File: src/rtl/acq_seq_pkg.sv
package acq_seq_pkg;

  // Instruction word; bit positions are decoded by the sequencer
  typedef struct packed {
    logic       watch;  // 11: two limit comparisons
    logic       res8;   // 10: 8-bit + sign resolution
    logic       timer;  //  9: countdown wait only
    logic       sync;   //  8: wait for sync edge
    logic [2:0] neg;    //  7:5 inverting channel
    logic [2:0] pos;    //  4:2 non-inverting channel
    logic       pause;  //  1: halt before running
    logic       last;   //  0: end of program
  } instr_t;

  typedef enum logic [3:0] {
    S_IDLE, S_FETCH, S_DECODE, S_HOLD, S_ACQ, S_TIMER,
    S_SYNCW, S_CONVW, S_CMPW, S_NEXT, S_STOP
  } seq_state_t;

endpackage

File: src/rtl/acq_sync_edge.sv
module acq_sync_edge #(
  parameter int STAGES = 2
) (
  input  logic clk,
  input  logic rst,
  input  logic async_i,
  output logic rise_o
);
  logic [STAGES-1:0] chain_q;
  logic              last_q;

  always_ff @(posedge clk) begin
    if (rst) begin
      chain_q <= '0;
      last_q  <= 1'b0;
    end else begin
      chain_q <= {chain_q[STAGES-2:0], async_i};
      last_q  <= chain_q[STAGES-1];
    end
  end

  assign rise_o = chain_q[STAGES-1] & ~last_q;


  rise_pulse_chk: assert property (@(posedge clk) disable iff (rst)
    rise_o |=> !rise_o);

endmodule

File: src/rtl/acq_countdown.sv
module acq_countdown #(
  parameter int W = 16
) (
  input  logic         clk,
  input  logic         rst,
  input  logic         load_i,
  input  logic [W-1:0] reload_i,
  output logic         zero_o
);
  logic [W-1:0] cnt_q;

  always_ff @(posedge clk) begin
    if (rst)               cnt_q <= '0;
    else if (load_i)       cnt_q <= reload_i;
    else if (cnt_q != '0)  cnt_q <= cnt_q - W'(1);
  end

  assign zero_o = (cnt_q == '0);


  no_count_up_chk: assert property (@(posedge clk) disable iff (rst)
    !load_i |=> cnt_q <= $past(cnt_q));

endmodule

File: src/rtl/acq_seq.sv
module acq_seq
  import acq_seq_pkg::*;
#(
  parameter int N_INSTR     = 8,
  parameter int TMR_W       = 16,
  parameter int ACQ_CYCLES  = 4,
  parameter int SYNC_STAGES = 2,
  localparam int AW      = $clog2(N_INSTR),
  localparam int INSTR_W = $bits(instr_t)
) (
  input  logic               clk,
  input  logic               rst,
  input  logic               soft_rst_i,
  input  logic               start_set_i,
  input  logic               start_clr_i,
  input  logic               sync_pin_i,
  input  logic               sync_is_input_i,
  input  logic [TMR_W-1:0]   timer_reload_i,
  output logic [AW-1:0]      fetch_addr_o,
  input  logic [INSTR_W-1:0] fetch_data_i,
  output logic               conv_start_o,
  input  logic               conv_done_i,
  output logic               cmp_start_o,
  output logic               cmp_sel_o,
  input  logic               cmp_done_i,
  input  logic               cmp_hit_i,
  output logic [2:0]         chan_pos_o,
  output logic [2:0]         chan_neg_o,
  output logic               res8_o,
  output logic               start_o,
  output logic               busy_o,
  output logic               int_pause_o,
  output logic               int_limit_o
);
  localparam int ACQ_W = $clog2(ACQ_CYCLES + 1);

  seq_state_t       state_q;
  instr_t           ir_q;
  instr_t           cur_ir;
  logic [AW-1:0]    pc_q, nxt_pc, addr_q;
  logic [ACQ_W-1:0] acq_cnt_q;
  logic             first_q, start_q, sel_q;
  logic             conv_q, cmp_q, pint_q, lint_q;
  logic             pause_hit, go_exec, sync_gate, tmr_load, tmr_zero, sync_rise;

  acq_sync_edge #(.STAGES(SYNC_STAGES)) u_sync (
    .clk(clk), .rst(rst), .async_i(sync_pin_i), .rise_o(sync_rise));

  acq_countdown #(.W(TMR_W)) u_tmr (
    .clk(clk), .rst(rst), .load_i(tmr_load), .reload_i(timer_reload_i),
    .zero_o(tmr_zero));

  assign cur_ir    = (state_q == S_DECODE) ? instr_t'(fetch_data_i) : ir_q;
  assign pause_hit = cur_ir.pause && !(pc_q == '0 && first_q);
  assign go_exec   = !soft_rst_i && start_q &&
                     ((state_q == S_DECODE && !pause_hit) || state_q == S_HOLD);
  assign tmr_load  = go_exec && cur_ir.timer;
  assign sync_gate = ir_q.sync && sync_is_input_i;
  assign nxt_pc    = (ir_q.last || pc_q == AW'(N_INSTR - 1)) ? '0 : pc_q + AW'(1);

  // start bit: clears win over set
  always_ff @(posedge clk) begin
    if (rst)
      start_q <= 1'b0;
    else if (soft_rst_i || start_clr_i ||
             (state_q == S_DECODE && start_q && pause_hit))
      start_q <= 1'b0;
    else if (start_set_i)
      start_q <= 1'b1;
  end

  always_ff @(posedge clk) begin
    if (rst) begin
      state_q   <= S_IDLE;
      ir_q      <= '0;
      pc_q      <= '0;
      addr_q    <= '0;
      acq_cnt_q <= '0;
      first_q   <= 1'b1;
      sel_q     <= 1'b0;
      conv_q    <= 1'b0;
      cmp_q     <= 1'b0;
      pint_q    <= 1'b0;
      lint_q    <= 1'b0;
    end else begin
      conv_q <= 1'b0;
      cmp_q  <= 1'b0;
      pint_q <= 1'b0;
      lint_q <= 1'b0;
      if (soft_rst_i) begin
        state_q <= S_FETCH;
        pc_q    <= '0;
        addr_q  <= '0;
        first_q <= 1'b1;
        sel_q   <= 1'b0;
      end else begin
        if (go_exec) begin
          if (pc_q == '0) first_q <= 1'b0;
          sel_q <= 1'b0;
          if (cur_ir.timer) state_q <= S_TIMER;
          else begin
            acq_cnt_q <= ACQ_W'(ACQ_CYCLES - 1);
            state_q   <= S_ACQ;
          end
        end
        unique case (state_q)
          S_FETCH: state_q <= S_DECODE;
          S_DECODE: begin
            ir_q <= cur_ir;
            if (!go_exec) begin
              state_q <= S_HOLD;
              if (start_q && pause_hit) pint_q <= 1'b1;
            end
          end
          S_ACQ: begin
            if (acq_cnt_q != '0) acq_cnt_q <= acq_cnt_q - ACQ_W'(1);
            else if (sync_gate) state_q <= S_SYNCW;
            else if (ir_q.watch) begin cmp_q <= 1'b1;  state_q <= S_CMPW;  end
            else                 begin conv_q <= 1'b1; state_q <= S_CONVW; end
          end
          S_SYNCW: if (sync_rise) begin
            if (ir_q.watch) begin cmp_q <= 1'b1;  state_q <= S_CMPW;  end
            else            begin conv_q <= 1'b1; state_q <= S_CONVW; end
          end
          S_CMPW: if (cmp_done_i) begin
            lint_q <= cmp_hit_i;
            if (!sel_q) begin
              sel_q <= 1'b1;
              if (sync_gate) state_q <= S_SYNCW;
              else           cmp_q   <= 1'b1;
            end else state_q <= S_NEXT;
          end
          S_CONVW: if (conv_done_i) state_q <= S_NEXT;
          S_TIMER: if (tmr_zero) state_q <= S_NEXT;
          S_NEXT: begin
            pc_q <= nxt_pc;
            if (start_q) begin addr_q <= nxt_pc; state_q <= S_FETCH; end
            else state_q <= S_STOP;
          end
          S_STOP: if (start_q) begin addr_q <= pc_q; state_q <= S_FETCH; end
          default: ;
        endcase
      end
    end
  end

  assign fetch_addr_o = addr_q;
  assign conv_start_o = conv_q;
  assign cmp_start_o  = cmp_q;
  assign cmp_sel_o    = sel_q;
  assign chan_pos_o   = ir_q.pos;
  assign chan_neg_o   = ir_q.neg;
  assign res8_o       = ir_q.res8;
  assign start_o      = start_q;
  assign int_pause_o  = pint_q;
  assign int_limit_o  = lint_q;
  assign busy_o       = !(state_q inside {S_IDLE, S_HOLD, S_STOP});


  strobe_excl_chk: assert property (@(posedge clk) disable iff (rst)
    !(conv_start_o && cmp_start_o));

  pause_clears_start_chk: assert property (@(posedge clk) disable iff (rst)
    int_pause_o |-> !start_o);

  soft_rst_chk: assert property (@(posedge clk) disable iff (rst)
    soft_rst_i |=> (!start_o && !conv_start_o && !cmp_start_o && fetch_addr_o == '0));

  strobe_busy_chk: assert property (@(posedge clk) disable iff (rst)
    (conv_start_o || cmp_start_o) |-> busy_o);

  chan_hold_chk: assert property (@(posedge clk) disable iff (rst)
    (state_q == S_CONVW && !soft_rst_i) |=> ($stable(chan_pos_o) && $stable(chan_neg_o)));

  sync_cfg_chk: assert property (@(posedge clk) disable iff (rst)
    (state_q == S_SYNCW) |-> sync_is_input_i);

endmodule

File: config.mk
export PLATFORM = sky130hd
export DESIGN_NAME = acq_seq
export DESIGN_NICKNAME = d
export VERILOG_FILES = /design/src/rtl/acq_seq_pkg.sv /design/src/rtl/acq_sync_edge.sv /design/src/rtl/acq_countdown.sv /design/src/rtl/acq_seq.sv
export SDC_FILE = /design/constraint.sdc
export NUM_CORES = 1
export LEC_CHECK = 0
export BUFFER_PORTS_ARGS = -buffer_cell sky130_fd_sc_hd__buf_2
export CAP_MARGIN = 20
export CORE_UTILIZATION = 40
export DETAILED_ROUTE_END_ITERATION = 12
export PLACE_DENSITY = 0.61
export SKIP_CTS_REPAIR_TIMING = 1
export SYNTH_ARGS = -nofsm -noshare
export SYNTH_HDL_FRONTEND = slang
export SYNTH_SLANG_ARGS = --single-unit
File: constraint.sdc
create_clock -name clk -period 4.3 [get_ports clk]
set_input_delay 0.645 -clock clk [delete_from_list [all_inputs] [get_ports clk]]
set_output_delay 0.645 -clock clk [all_outputs]
set_load 0.005 [all_outputs]
---- Yosys cells after proc, flatten, opt, wreduce, memory -nomap -nowiden ----
Cells that the tools add are included.
operators by class
  add/subtract/negate cells ............... 3
  equality and inequality tests ........... 13
  mux-type cells .......................... 45
  bitwise operators ....................... 6
  reduce and logical (&&, ||, !) cells .... 33
operator list
  cell                                                                    count
  4-bit 2-to-1 mux                                                        13
  4-bit case mux with 9 select lines                                      1
  16-bit 2-to-1 mux                                                       2
  3-bit 2-to-1 mux                                                        7
  1-bit 2-to-1 mux                                                        18
  4-bit by 3-bit equality test with 1-bit output (second input constant)  4
  16-bit zero test                                                        1
  16-bit nonzero test                                                     1
  16-bit by 1-bit subtractor with 16-bit output (second input constant)   1
  4-bit equality test (second input constant)                             3
  1-bit logical AND                                                       10
  10-bit 2-to-1 mux                                                       1
  4-bit by 2-bit equality test with 1-bit output (second input constant)  2
  4-bit OR reduction                                                      2
  3-bit case mux with 2 select lines                                      1
  3-bit nonzero test                                                      2
  1-bit NOT                                                               5
  4-bit by 1-bit equality test with 1-bit output (second input constant)  1
  1-bit zero test                                                         4
  4-bit zero test                                                         1
  1-bit logical OR                                                        4
  2-bit inequality test (second input constant)                           2
  2-bit AND reduction                                                     2
  2-bit nonzero test                                                      2
  other kinds (9)                                                         10
storage, ports and cells
  register bits ........................... 51
  output and inout port bits .............. 17
  logic and storage cells ................. 123

---- Logic depth before layout (Yosys ltp) ----
Gate-level depths: netlist (run 1).
  depth in word-level cells ............... 14
  mapped depth ............................ 8

---- By module ----
A second synthesis (run 1) with hierarchy kept.
second synthesis, totals
  cells, all modules ...................... 334
  area total of the unflattened synthesis .. 2748.9 um^2
modules (own cells, without submodules)
  module         times used  cells each  area each (um^2)  seq. area each (um^2)
  acq_seq        1           211         1696.6            620.6
  acq_countdown  1           116         964.7             320.3
  acq_sync_edge  1           7           87.6              60.1

---- Worst setup path after synthesis (run 1) ----
No wires, ideal clock.
  path type ............................... flip-flop to output port
  start point ............................. register state_q[0]
  end point ............................... output port busy_o
  arrival time ............................ 1.343 ns
  required time ........................... 3.655 ns
  slack ................................... 2.312 ns
  cell stages (with the launch flop) ...... 6
  cells stage by stage .................... dfxtp_1 > clkbuf_1 > clkbuf_1 > xor2_1 > a21oi_1 > or2_2
on the way
  longest elaborated chain between the ends .. 3
ends and longest elaborated chain
  element                                                                       line            text
  start: declaration                                                            acq_seq.sv:37   seq_state_t state_q;
  start signal: assignment                                                      acq_seq.sv:74   state_q <= S_IDLE;
  start signal: assignment                                                      acq_seq.sv:91   state_q <= S_FETCH;
  start signal: assignment                                                      acq_seq.sv:100  if (cur_ir.timer) state_q <= S_TIMER;
  4-bit by 2-bit equality test with 1-bit output, or another cell as far along  acq_seq.sv:157  assign busy_o = !(state_q inside {S_IDLE, S_HOLD, S_STOP});
  3-bit nonzero test (*)                                                        acq_seq.sv:157
  1-bit zero test (*)                                                           acq_seq.sv:157
  end: declaration                                                              acq_seq.sv:31   output logic busy_o,
Mark *: on every way between the ends. The rest lies on a longest branch, timed or not.

---- Final worst setup path (run 1) ----
  start point ............................. register state_q[1]
  end point ............................... register u_tmr.cnt_q[4]
on the way
  longest elaborated chain between the ends .. 9
ends and longest elaborated chain
  element                                                  line                          text
  4-bit by 2-bit equality test with 1-bit output           acq_seq.sv:53, acq_seq.sv:56
  10-bit 2-to-1 mux                                        acq_seq.sv:53                 assign cur_ir = (state_q == S_DECODE) ? instr_t'(fetch_data_i) : ir_q;
  1-bit logical AND                                        acq_seq.sv:54                 assign pause_hit = cur_ir.pause && !(pc_q == '0 && first_q);
  1-bit zero test                                          acq_seq.sv:56                 ((state_q == S_DECODE && !pause_hit) || state_q == S_HOLD);
  1-bit logical AND                                        acq_seq.sv:56
  1-bit logical OR                                         acq_seq.sv:56
  1-bit logical AND                                        acq_seq.sv:55                 assign go_exec = !soft_rst_i && start_q &&
  1-bit logical AND (*)                                    acq_seq.sv:57                 assign tmr_load = go_exec && cur_ir.timer;
  16-bit 2-to-1 mux or 2-bit nonzero test (tied branches)  -
  end signal: assignment                                   acq_countdown.sv:14           else if (load_i) cnt_q <= reload_i;
  end signal: assignment                                   acq_countdown.sv:15           else if (cnt_q != '0) cnt_q <= cnt_q - W'(1);
  end: declaration                                         acq_countdown.sv:10           logic [W-1:0] cnt_q;
Marks and branches as above.
A chain may end at the register's enable or synchronous reset.

==> out/results.txt, run 1 <==
Status: finished clean
Worst vdd ir: 0.2131 mV
Crit Path Max Fanout: 30
Clk root buf: clkbuf_8
Hold Path Class: flop to flop
GRT Util Overall: 17.27%
Combinational fraction of design power: 40.6%
Gate Count Post-Synth: 338
RD Place Congestion: 0.8283
# clock sinks: 50
Sequential cell area fraction in the yosys report: 35.10%
Iter 0 DRT Violations: 148
Most numerous cell in the Yosys netlist: dfxtp_1
Asr flop ratio synth: 0%
Worst Hold Depth: 2
Layout cells sized above 1: 23.12%
Sequential power share: 41.1%
Worst Path Arrival: 2.87 ns
Net Sw Frac: 38.30%
FMAX: 378.4 MHz
Final non-filler cell total: 468
Placeable Area: 6832 sq um
Synth cell count leaders: dfxtp_1 (50), nand2_1 (42), nor2_1 (32)
Library cells used by synthesis: 57
RSZ-0062 raised after global routing: no
Static Leakage: 0.001221 uW
Endpoints failing hold: 0
Vias in the first global route: 2211
PortBufs: 54
Hold worst-path end: first_q$_SDFFE_PP1P_
Worst-Margin Slew: 0.9538 ns
Hold path startpoint: first_q$_SDFFE_PP1P_
Die area: 7470 sq um
Die width: 86.43 um
TritonCTS Buffers: 5
Initial antenna violation count: 0
Die Ht: 86.43 um
Setup TNS: 0 ns
Syn nets: 382
Max-cap viol count: 0
Slew HR: 34.77%
Starting Density: 41.74%
Total gr overflow: 0
Worst-path clk slew: 0.09 ns
Power share of the clock group: 18.3%
Dominant synthesized flop cell: dfxtp_1
Crit path launch type: flop
Vias/cell: 5.271
Area Overhead vs Synth: 11.23%
CP startpoint: state_q[1]$_SDFF_PP0_
Final wirelength: 6.243 mm
First drt pass iteration count: 4
DR WL/cell: 13.34 um
Clock Path Buffers: 2
Worst-case reg-to-reg path depth: 5
Synth Warn #: 0
H-tree depth: 2
Post-synth EDFFs: 0
Largest net degree at the start of global routing: 33
Reg2reg start: state_q[1]$_SDFF_PP0_
Nets: 415
Post-synthesis register bit count: 50
PD cells: 490.7 nW/um^2
Avg Cell Area, Syn: 8.436 sq um
Minimum clock period: 2.643 ns
Worst EP required: 4.53 ns
Top cell type's share of synthesized area: 35.10%
Net switching power: 596.1 uW
Hpwl dp: 4.504 mm
Area contributors post-synth: dfxtp_1 (35%), nand2_1 (5.5%), a211oi_2 (5.3%), a21oi_1 (5.1%), nor2_1 (4.2%)
Worst-skew pair later-pin latency: 0.30 ns
Worst Setup Path Type: flop to flop
Number of setup violations in the final report: 0
Crit. End Element: flop
Max-slew violations: 0
Clock Skews: 0.006423 ns
N_diodes: 0
Tcrit/Tclk final: 61.45%
Vias: 2467
I/O pins: 55
Post-synthesis cell area: 2851 sq um
R2R Setup Slk: 1.66 ns
Placed cell count: 460
FF-to-FF End: u_tmr.cnt_q[4]$_SDFFE_PP0P_
CTS tree: yes
Pint: 960.1 uW
Detail Route Antenna Nets: 0
Drt drc: 0
Global-route wire length before repair: 10.19 mm
Row Count: 30
Area leader, netlist: dfxtp_1
## through the flow
step / hold WS [ns] / utilization [%] / total power (uW) / setup slack [ns] / instance area (sq um)
final: 0.4526 / 46.43 / 1556 / 1.657 / 3172
after global routing: 0.4575 / 46.43 / 1678 / 1.518 / 3172
after CTS: 0.4582 / 46.43 / 1566 / 1.664 / 3172
after detailed placement: 0.4308 / 45.04 / 1276 / 1.689 / 3077
after global placement: 0.4298 / 45.04 / 1266 / 1.753 / 3077
after floorplan: 0.4138 / - / 1157 / 2.312 / 2851
## layer usage
layer / global-route usage [%] / share of wire (%) / up-vias
met5: 0 / 0 / -
met4: 5.000 / 1.2 / 0
met3: 4.190 / 4.0 / 7
met2: 27.13 / 44 / 52
met1: 23.54 / 51 / 1134
li1: - / - / 1274
## worst max-delay path, stage by stage, from the launching register on
cell      delay, ns
dfxtp_1        0.69
or4b_1         0.61
mux2i_4        0.25
nand3b_4       0.42
a21o_1         0.41
a211oi_2       0.17
## layout by cell type, fill, tap and decap left out, types with 6 or more instances in the layout
cell type and count:
inv_1 10, nor2_1 32, nand3b_1 6, a211oi_1 6, a21oi_1 29, mux2i_1 6, ha_1 6, nand2_1 42
clkbuf_8 6, xnor2_1 6, dfxtp_1 50, nor3_1 9, buf_2 54, nor2b_1 6, xor2_1 7, a211oi_2 12
## logic make-up after synthesis
group / Yosys count / share of synthesized area [%]
AND/OR/NAND/NOR: 143 / 27.07
AO/OA/AOI/OAI: 81 / 21.19
multiplexers: 7 / 2.896
buffers and inverters: 38 / 7.108
adder cells (fa/ha/maj): 6 / 2.633
flip-flops: 50 / 35.10
XOR/XNOR: 13 / 3.993
## sequential cells by signal (all words and copies together), names as in the netlist
name	flops
chan_pos_o	3
u_sync.last_q	1
int_pause_o	1
pc_q	3
fetch_addr_o	3
start_o	1
res8_o	1
cmp_start_o	1
state_q	4
chan_neg_o	3
u_sync.chain_q	2
cmp_sel_o	1
first_q	1
u_tmr.cnt_q	16
ir_q	4
acq_cnt_q	3
int_limit_o	1
conv_start_o	1
## final cells by class
| class | instances | area, sq um |
|---|---|---|
| well taps | 96 | 120.1 |
| clock buffers | 6 | 82.58 |
| clock inverters | 2 | 12.51 |
| inverters | 10 | 37.54 |
| multi-input cells | 250 | 1648 |
| repair buffers | 54 | 270.3 |
| flip-flops and latches | 50 | 1001 |
| fillers | 710 | 3660 |
## power groups by stage
stage                     logic [uW]  registers, uW  clock network (uW)
after global routing             710            653                 314
final                            633            639                 284
after floorplan                  570            586                   0
after CTS                        634            637                 296
after detailed placement         629            647                   0
after global placement           620            646                   0
## how the worst max path moves through the flow
stage | end | slack (ns) | cells after the start
3_5_place_dp | u_tmr.cnt_q[4]$_SDFFE_PP0P_ | 1.69 | 5
6_report | u_tmr.cnt_q[4]$_SDFFE_PP0P_ | 1.66 | 5
3_3_place_gp | u_tmr.cnt_q[3]$_SDFFE_PP0P_ | 1.75 | 5
2_1_floorplan | busy_o | 2.31 | 5
5_1_grt | u_tmr.cnt_q[4]$_SDFFE_PP0P_ | 1.52 | 5
4_1_cts | u_tmr.cnt_q[4]$_SDFFE_PP0P_ | 1.66 | 5
Note: power is estimated with default switching activity, not from simulation.
==> run 2, diff against run 1 <==
--- a/config.mk
+++ b/config.mk
@@ -9,7 +9,7 @@
 export CAP_MARGIN = 20
 export CORE_UTILIZATION = 40
 export DETAILED_ROUTE_END_ITERATION = 12
-export PLACE_DENSITY = 0.61
+export PLACE_DENSITY = 0.63
 export SKIP_CTS_REPAIR_TIMING = 1
 export SYNTH_ARGS = -nofsm -noshare
 export SYNTH_HDL_FRONTEND = slang
==> constraint.sdc (replaced) <==
create_clock -name clk -period 2.36 [get_ports clk]
set_input_delay 0.354 -clock clk [delete_from_list [all_inputs] [get_ports clk]]
set_output_delay 0.354 -clock clk [all_outputs]
set_load 0.005 [all_outputs]
==> run 2 against run 1 <==
  * Register-to-register slack got worse by 1.4 ns
  * Critical path depth grew 2
  * Clock power is 110% higher
  * Final cell count up 2.6%
  * Wire length rose by 3.5%
==> out/results.txt, run 2 (same netlist as run 1, synthesis figures left out) <==
Final wirelength: 6.461 mm
Detail Route Antenna Nets: 0
Detail Route met3 WL: 427 um
Starting Density: 41.74%
Worst Setup Path Type: flop to flop
Commonest non-fill, non-tap cell in the layout: buf_2
Die width: 86.43 um
RD Place Congestion: 0.9672
Net Sw Frac: 37.22%
Top delay family on crit path: simple AND/OR/NAND/NOR gates
Placed cell count: 472
Die Ht: 86.43 um
Worst-case reg-to-reg path depth: 7
FMAX: 474.3 MHz
H-tree depth: 2
TritonCTS Buffers: 5
Pint: 1895 uW
Biggest regs: u_tmr.cnt_q x16, ir_q x4, state_q x4
Placeable Area: 6832 sq um
Top Metal Used: met4
Status: finished clean
Max reg flops: 16
Row Count: 30
Vias in the first global route: 2391
Hpwl dp: 4.757 mm
Max-slew violations: 0
GRT Util Overall: 18.22%
Global-route wire length before repair: 10.97 mm
Final non-filler cell total: 480
Clock Skews: 0.009709 ns
# clock sinks: 50
Worst Path Arrival: 2.34 ns
Die area: 7470 sq um
Clock Path Buffers: 2
Layout cells sized above 1: 25.26%
DR WL/cell: 13.46 um
Initial antenna violation count: 0
Max-cap viol count: 0
RSZ-0062 raised after global routing: no
Sequential power share: 35.9%
Tcrit/Tclk final: 89.33%
Setup TNS: 0 ns
CTS tree: yes
Crit Path Max Fanout: 7
Drt drc: 0
Net switching power: 1124 uW
Worst-Margin Slew: 0.6063 ns
Total stage count of the critical path: 7
Largest net degree at the start of global routing: 20
Crit. End Element: flop
Metal-1 WL: 3.123 mm
PortBufs: 54
I/O pins: 55
PD cells: 921.3 nW/um^2
Worst-path clk slew: 0.10 ns
Pre-CTS WS: 0.2781 ns
Slowest CP cell: dfxtp_1
Static Leakage: 0.001285 uW
Combinational fraction of design power: 44.0%
Power share of the clock group: 20.1%
Setup ws final: 0.2518 ns
Most frequent cells in the layout: buf_2 (54), dfxtp_1 (50), nand2_1 (42)
Number of setup violations in the final report: 0
Hold WS: 0.2123 ns
Nets: 427
Fill count: 707
Clk root buf: clkbuf_8
Power Total: 3019 uW
Endpoints failing hold: 0
Hold Path Class: primary input to flop
Worst vdd ir: 0.3205 mV
Area Overhead vs Synth: 14.92%
Register with the most flip-flops: u_tmr.cnt_q
Worst path bufs/invs: 1
Vias: 2562
Vias/cell: 5.338
Worst-path cell chain: inv_1, ha_1, nor3b_1, and4_1, nor4b_1, xnor2_1, a211oi_2
First drt pass iteration count: 4
Worst-skew pair later-pin latency: 0.30 ns
CP max stage delay: 0.44 ns
Iter 0 DRT Violations: 262
N_diodes: 0
Worst Hold Depth: 2
Slew HR: 59.49%
Worst EP required: 2.59 ns
Met2 Wirelength: 2.797 mm
Minimum clock period: 2.108 ns
Total gr overflow: 0
Crit path launch type: flop
-- run 2: area by class of cell --
cell class / instances / area [sq um] / area share, %
clock buffers: 6 / 72.57 / 2.215
multi-input cells: 250 / 1648 / 50.29
clock inverters: 2 / 37.54 / 1.145
flip-flops and latches: 50 / 1001 / 30.55
repair buffers: 66 / 360.3 / 11.00
well taps: 96 / 120.1 / 3.666
inverters: 10 / 37.54 / 1.145
-- run 2: path summary, 6_finish.rpt --
kind	start	end	slack, ns
worst max register to register	u_tmr.cnt_q[0]$_SDFFE_PP0P_	u_tmr.cnt_q[11]$_SDFFE_PP0P_	0.25
worst min-delay path	start_clr_i	start_o$_SDFFE_PP0P_	0.21
worst max-delay path	u_tmr.cnt_q[0]$_SDFFE_PP0P_	u_tmr.cnt_q[11]$_SDFFE_PP0P_	0.25
worst min register to register	first_q$_SDFFE_PP1P_	first_q$_SDFFE_PP1P_	0.45
-- run 2: routing by layer --
| layer | track usage [%] | vias up |
|---|---|---|
| met5 | 0 | - |
| met4 | 6.515 | 0 |
| met3 | 4.381 | 15 |
| met2 | 28.07 | 86 |
| met1 | 24.85 | 1170 |
| li1 | - | 1291 |
-- run 2: power groups by stage --
stage | sequential (uW) | combinational [uW] | clock [uW]
2_1_floorplan | 1070 | 1040 | 0
3_3_place_gp | 1100 | 1290 | 0
3_5_place_dp | 1100 | 1310 | 0
4_1_cts | 1080 | 1320 | 632
5_1_grt | 1100 | 1460 | 666
6_report | 1080 | 1330 | 608
-- run 2: through the flow --
step / cell area (sq um) / util [%]
floorplan: 2851 / -
global placement: 3167 / 46.36
detailed placement: 3167 / 46.36
CTS: 3277 / 47.97
global route: 3277 / 47.97
finish: 3277 / 47.97
==> run 3, diff against run 2 <==
--- a/config.mk
+++ b/config.mk
@@ -11,6 +11,7 @@
 export DETAILED_ROUTE_END_ITERATION = 12
 export PLACE_DENSITY = 0.63
 export SKIP_CTS_REPAIR_TIMING = 1
+export SKIP_LAST_GASP = 1
 export SYNTH_ARGS = -nofsm -noshare
 export SYNTH_HDL_FRONTEND = slang
 export SYNTH_SLANG_ARGS = --single-unit
==> constraint.sdc (replaced) <==
create_clock -name clk -period 2.36 [get_ports clk]
set_input_delay 0.236 -clock clk [delete_from_list [all_inputs] [get_ports clk]]
set_output_delay 0.236 -clock clk [all_outputs]
set_load 0.005 [all_outputs]
==> run 3 against run 2 <==
  * Worst hold slack lost 0.12 ns
  * First-iteration DRC count shrank 8.4%
  * Die area is the same
  * Clock skew shrank 0.0037 ns
  * Sequential power is essentially flat
  * Worst setup slack lost 0.060 ns
  * Via count grew 1.9%
  * Critical path depth grew 1
  * Fmax shrank 2.8%
  * Largest cell class unchanged
==> out/results.txt, run 3 (same netlist as run 1, synthesis figures left out) <==
Worst EP required: 2.58 ns
Total gr overflow: 0
Status: finished clean
Slowest CP cell: a2111oi_0
Biggest regs: u_tmr.cnt_q x16, ir_q x4, state_q x4
Endpoints failing hold: 0
Die Ht: 86.43 um
Fill count: 702
Number of setup violations in the final report: 0
Die area: 7470 sq um
Worst-skew pair later-pin latency: 0.31 ns
Max reg flops: 16
Global-route wire length before repair: 11.31 mm
Iter 0 DRT Violations: 240
Detail Route Antenna Nets: 0
Layout cells sized above 1: 25.33%
RD Place Congestion: 0.9830
Hold Path Class: primary input to flop
Die width: 86.43 um
Sequential power share: 36.4%
First drt pass iteration count: 8
Vias: 2610
Worst path bufs/invs: 2
Final wirelength: 6.739 mm
Clock Skews: 0.005961 ns
Starting Density: 41.74%
Worst vdd ir: 0.3539 mV
DR WL/cell: 14.07 um
Multi-input logic area: 1648 sq um
Crit path launch type: flop
Setup ws final: 0.1921 ns
Final non-filler cell total: 479
Row Count: 30
Drt drc: 0
Nets: 426
PortBufs: 54
Worst-Margin Slew: 0.6839 ns
Minimum clock period: 2.168 ns
Net switching power: 1151 uW
Pint: 1820 uW
Worst-path clk slew: 0.10 ns
Register with the most flip-flops: u_tmr.cnt_q
N_diodes: 0
Max-cap viol count: 0
Largest net degree at the start of global routing: 33
Top delay family on crit path: compound AO/OA/AOI/OAI gates
Vias in the first global route: 2477
Final core utilization: 47.69%
Clock Path Buffers: 2
Placeable Area: 6832 sq um
Worst Setup Path Type: flop to flop
Vias/cell: 5.449
Register area: 1001 sq um
TritonCTS Buffers: 5
Hpwl dp: 4.815 mm
Crit Path Max Fanout: 3
FMAX: 461.3 MHz
GRT Util Overall: 18.91%
RSZ-0062 raised after global routing: no
Commonest non-fill, non-tap cell in the layout: buf_2
Worst-path cell chain: inv_1, ha_1, nand2b_1, a211o_1, a2111oi_0, buf_4, o32ai_1, a211oi_1
Pre-CTS WS: 0.2421 ns
Most frequent cells in the layout: buf_2 (54), dfxtp_1 (50), nand2_1 (42)
Power Total: 2971 uW
Max-slew violations: 0
PD cells: 912.0 nW/um^2
Area Overhead vs Synth: 14.26%
Placed cell count: 471
Initial antenna violation count: 0
Combinational fraction of design power: 44.9%
Slew HR: 53.77%
Worst Path Arrival: 2.39 ns
H-tree depth: 2
I/O pins: 55
Net Sw Frac: 38.75%
CP max stage delay: 0.51 ns
CTS tree: yes
# clock sinks: 50
Static Leakage: 0.001277 uW
Power share of the clock group: 18.6%
Crit. End Element: flop
Setup TNS: 0 ns
Clk root buf: clkbuf_8
Tcrit/Tclk final: 91.86%
==> run 3: metrics by stage <==
stage	instance area [sq um]	hold slack, ns
after floorplan	2851	0.3257
after global placement	3159	0.4184
after detailed placement	3159	0.4274
after CTS	3258	0.09634
after global routing	3258	0.09617
final	3258	0.09311
==> run 3: power groups by stage <==
stage                     sequential [uW]  combinational, uW  clock [uW]
after floorplan                      1070               1040           0
after global placement               1100               1300           0
after detailed placement             1100               1310           0
after CTS                            1080               1320         569
after global routing                 1100               1460         607
final                                1080               1340         553
==> run 3: final cells by class <==
cell class              instances  share of cell area (%)
repair buffers                 65                   10.83
well taps                      96                   3.687
clock buffers                   6                   2.535
multi-input cells             250                   50.58
flip-flops and latches         50                   30.72
clock inverters                 2                  0.4992
inverters                      10                   1.152
==> run 3: worst paths after layout <==
| kind | startpoint | end | slack [ns] | cells past startpoint |
|---|---|---|---|---|
| setup / recovery | acq_cnt_q[0]$_SDFFE_PP0N_ | state_q[0]$_SDFF_PP0_ | 0.19 | 8 |
| hold / removal | start_clr_i | start_o$_SDFFE_PP0P_ | 0.09 | 2 |
| setup reg to reg | acq_cnt_q[0]$_SDFFE_PP0N_ | state_q[0]$_SDFF_PP0_ | 0.19 | 8 |
| hold reg to reg | chan_pos_o[1]$_SDFFE_PP0P_ | chan_pos_o[1]$_SDFFE_PP0P_ | 0.46 | 2 |
==> run 3: metal layers <==
| metal | routed length, um | up-vias | global-route usage [%] |
|---|---|---|---|
| li1 | - | 1292 | - |
| met3 | 535 | 15 | 3.810 |
| met2 | 2927 | 119 | 29.87 |
| met1 | 3133 | 1184 | 25.18 |
| met5 | 0 | - | 0 |
| met4 | 142 | 0 | 7.879 |
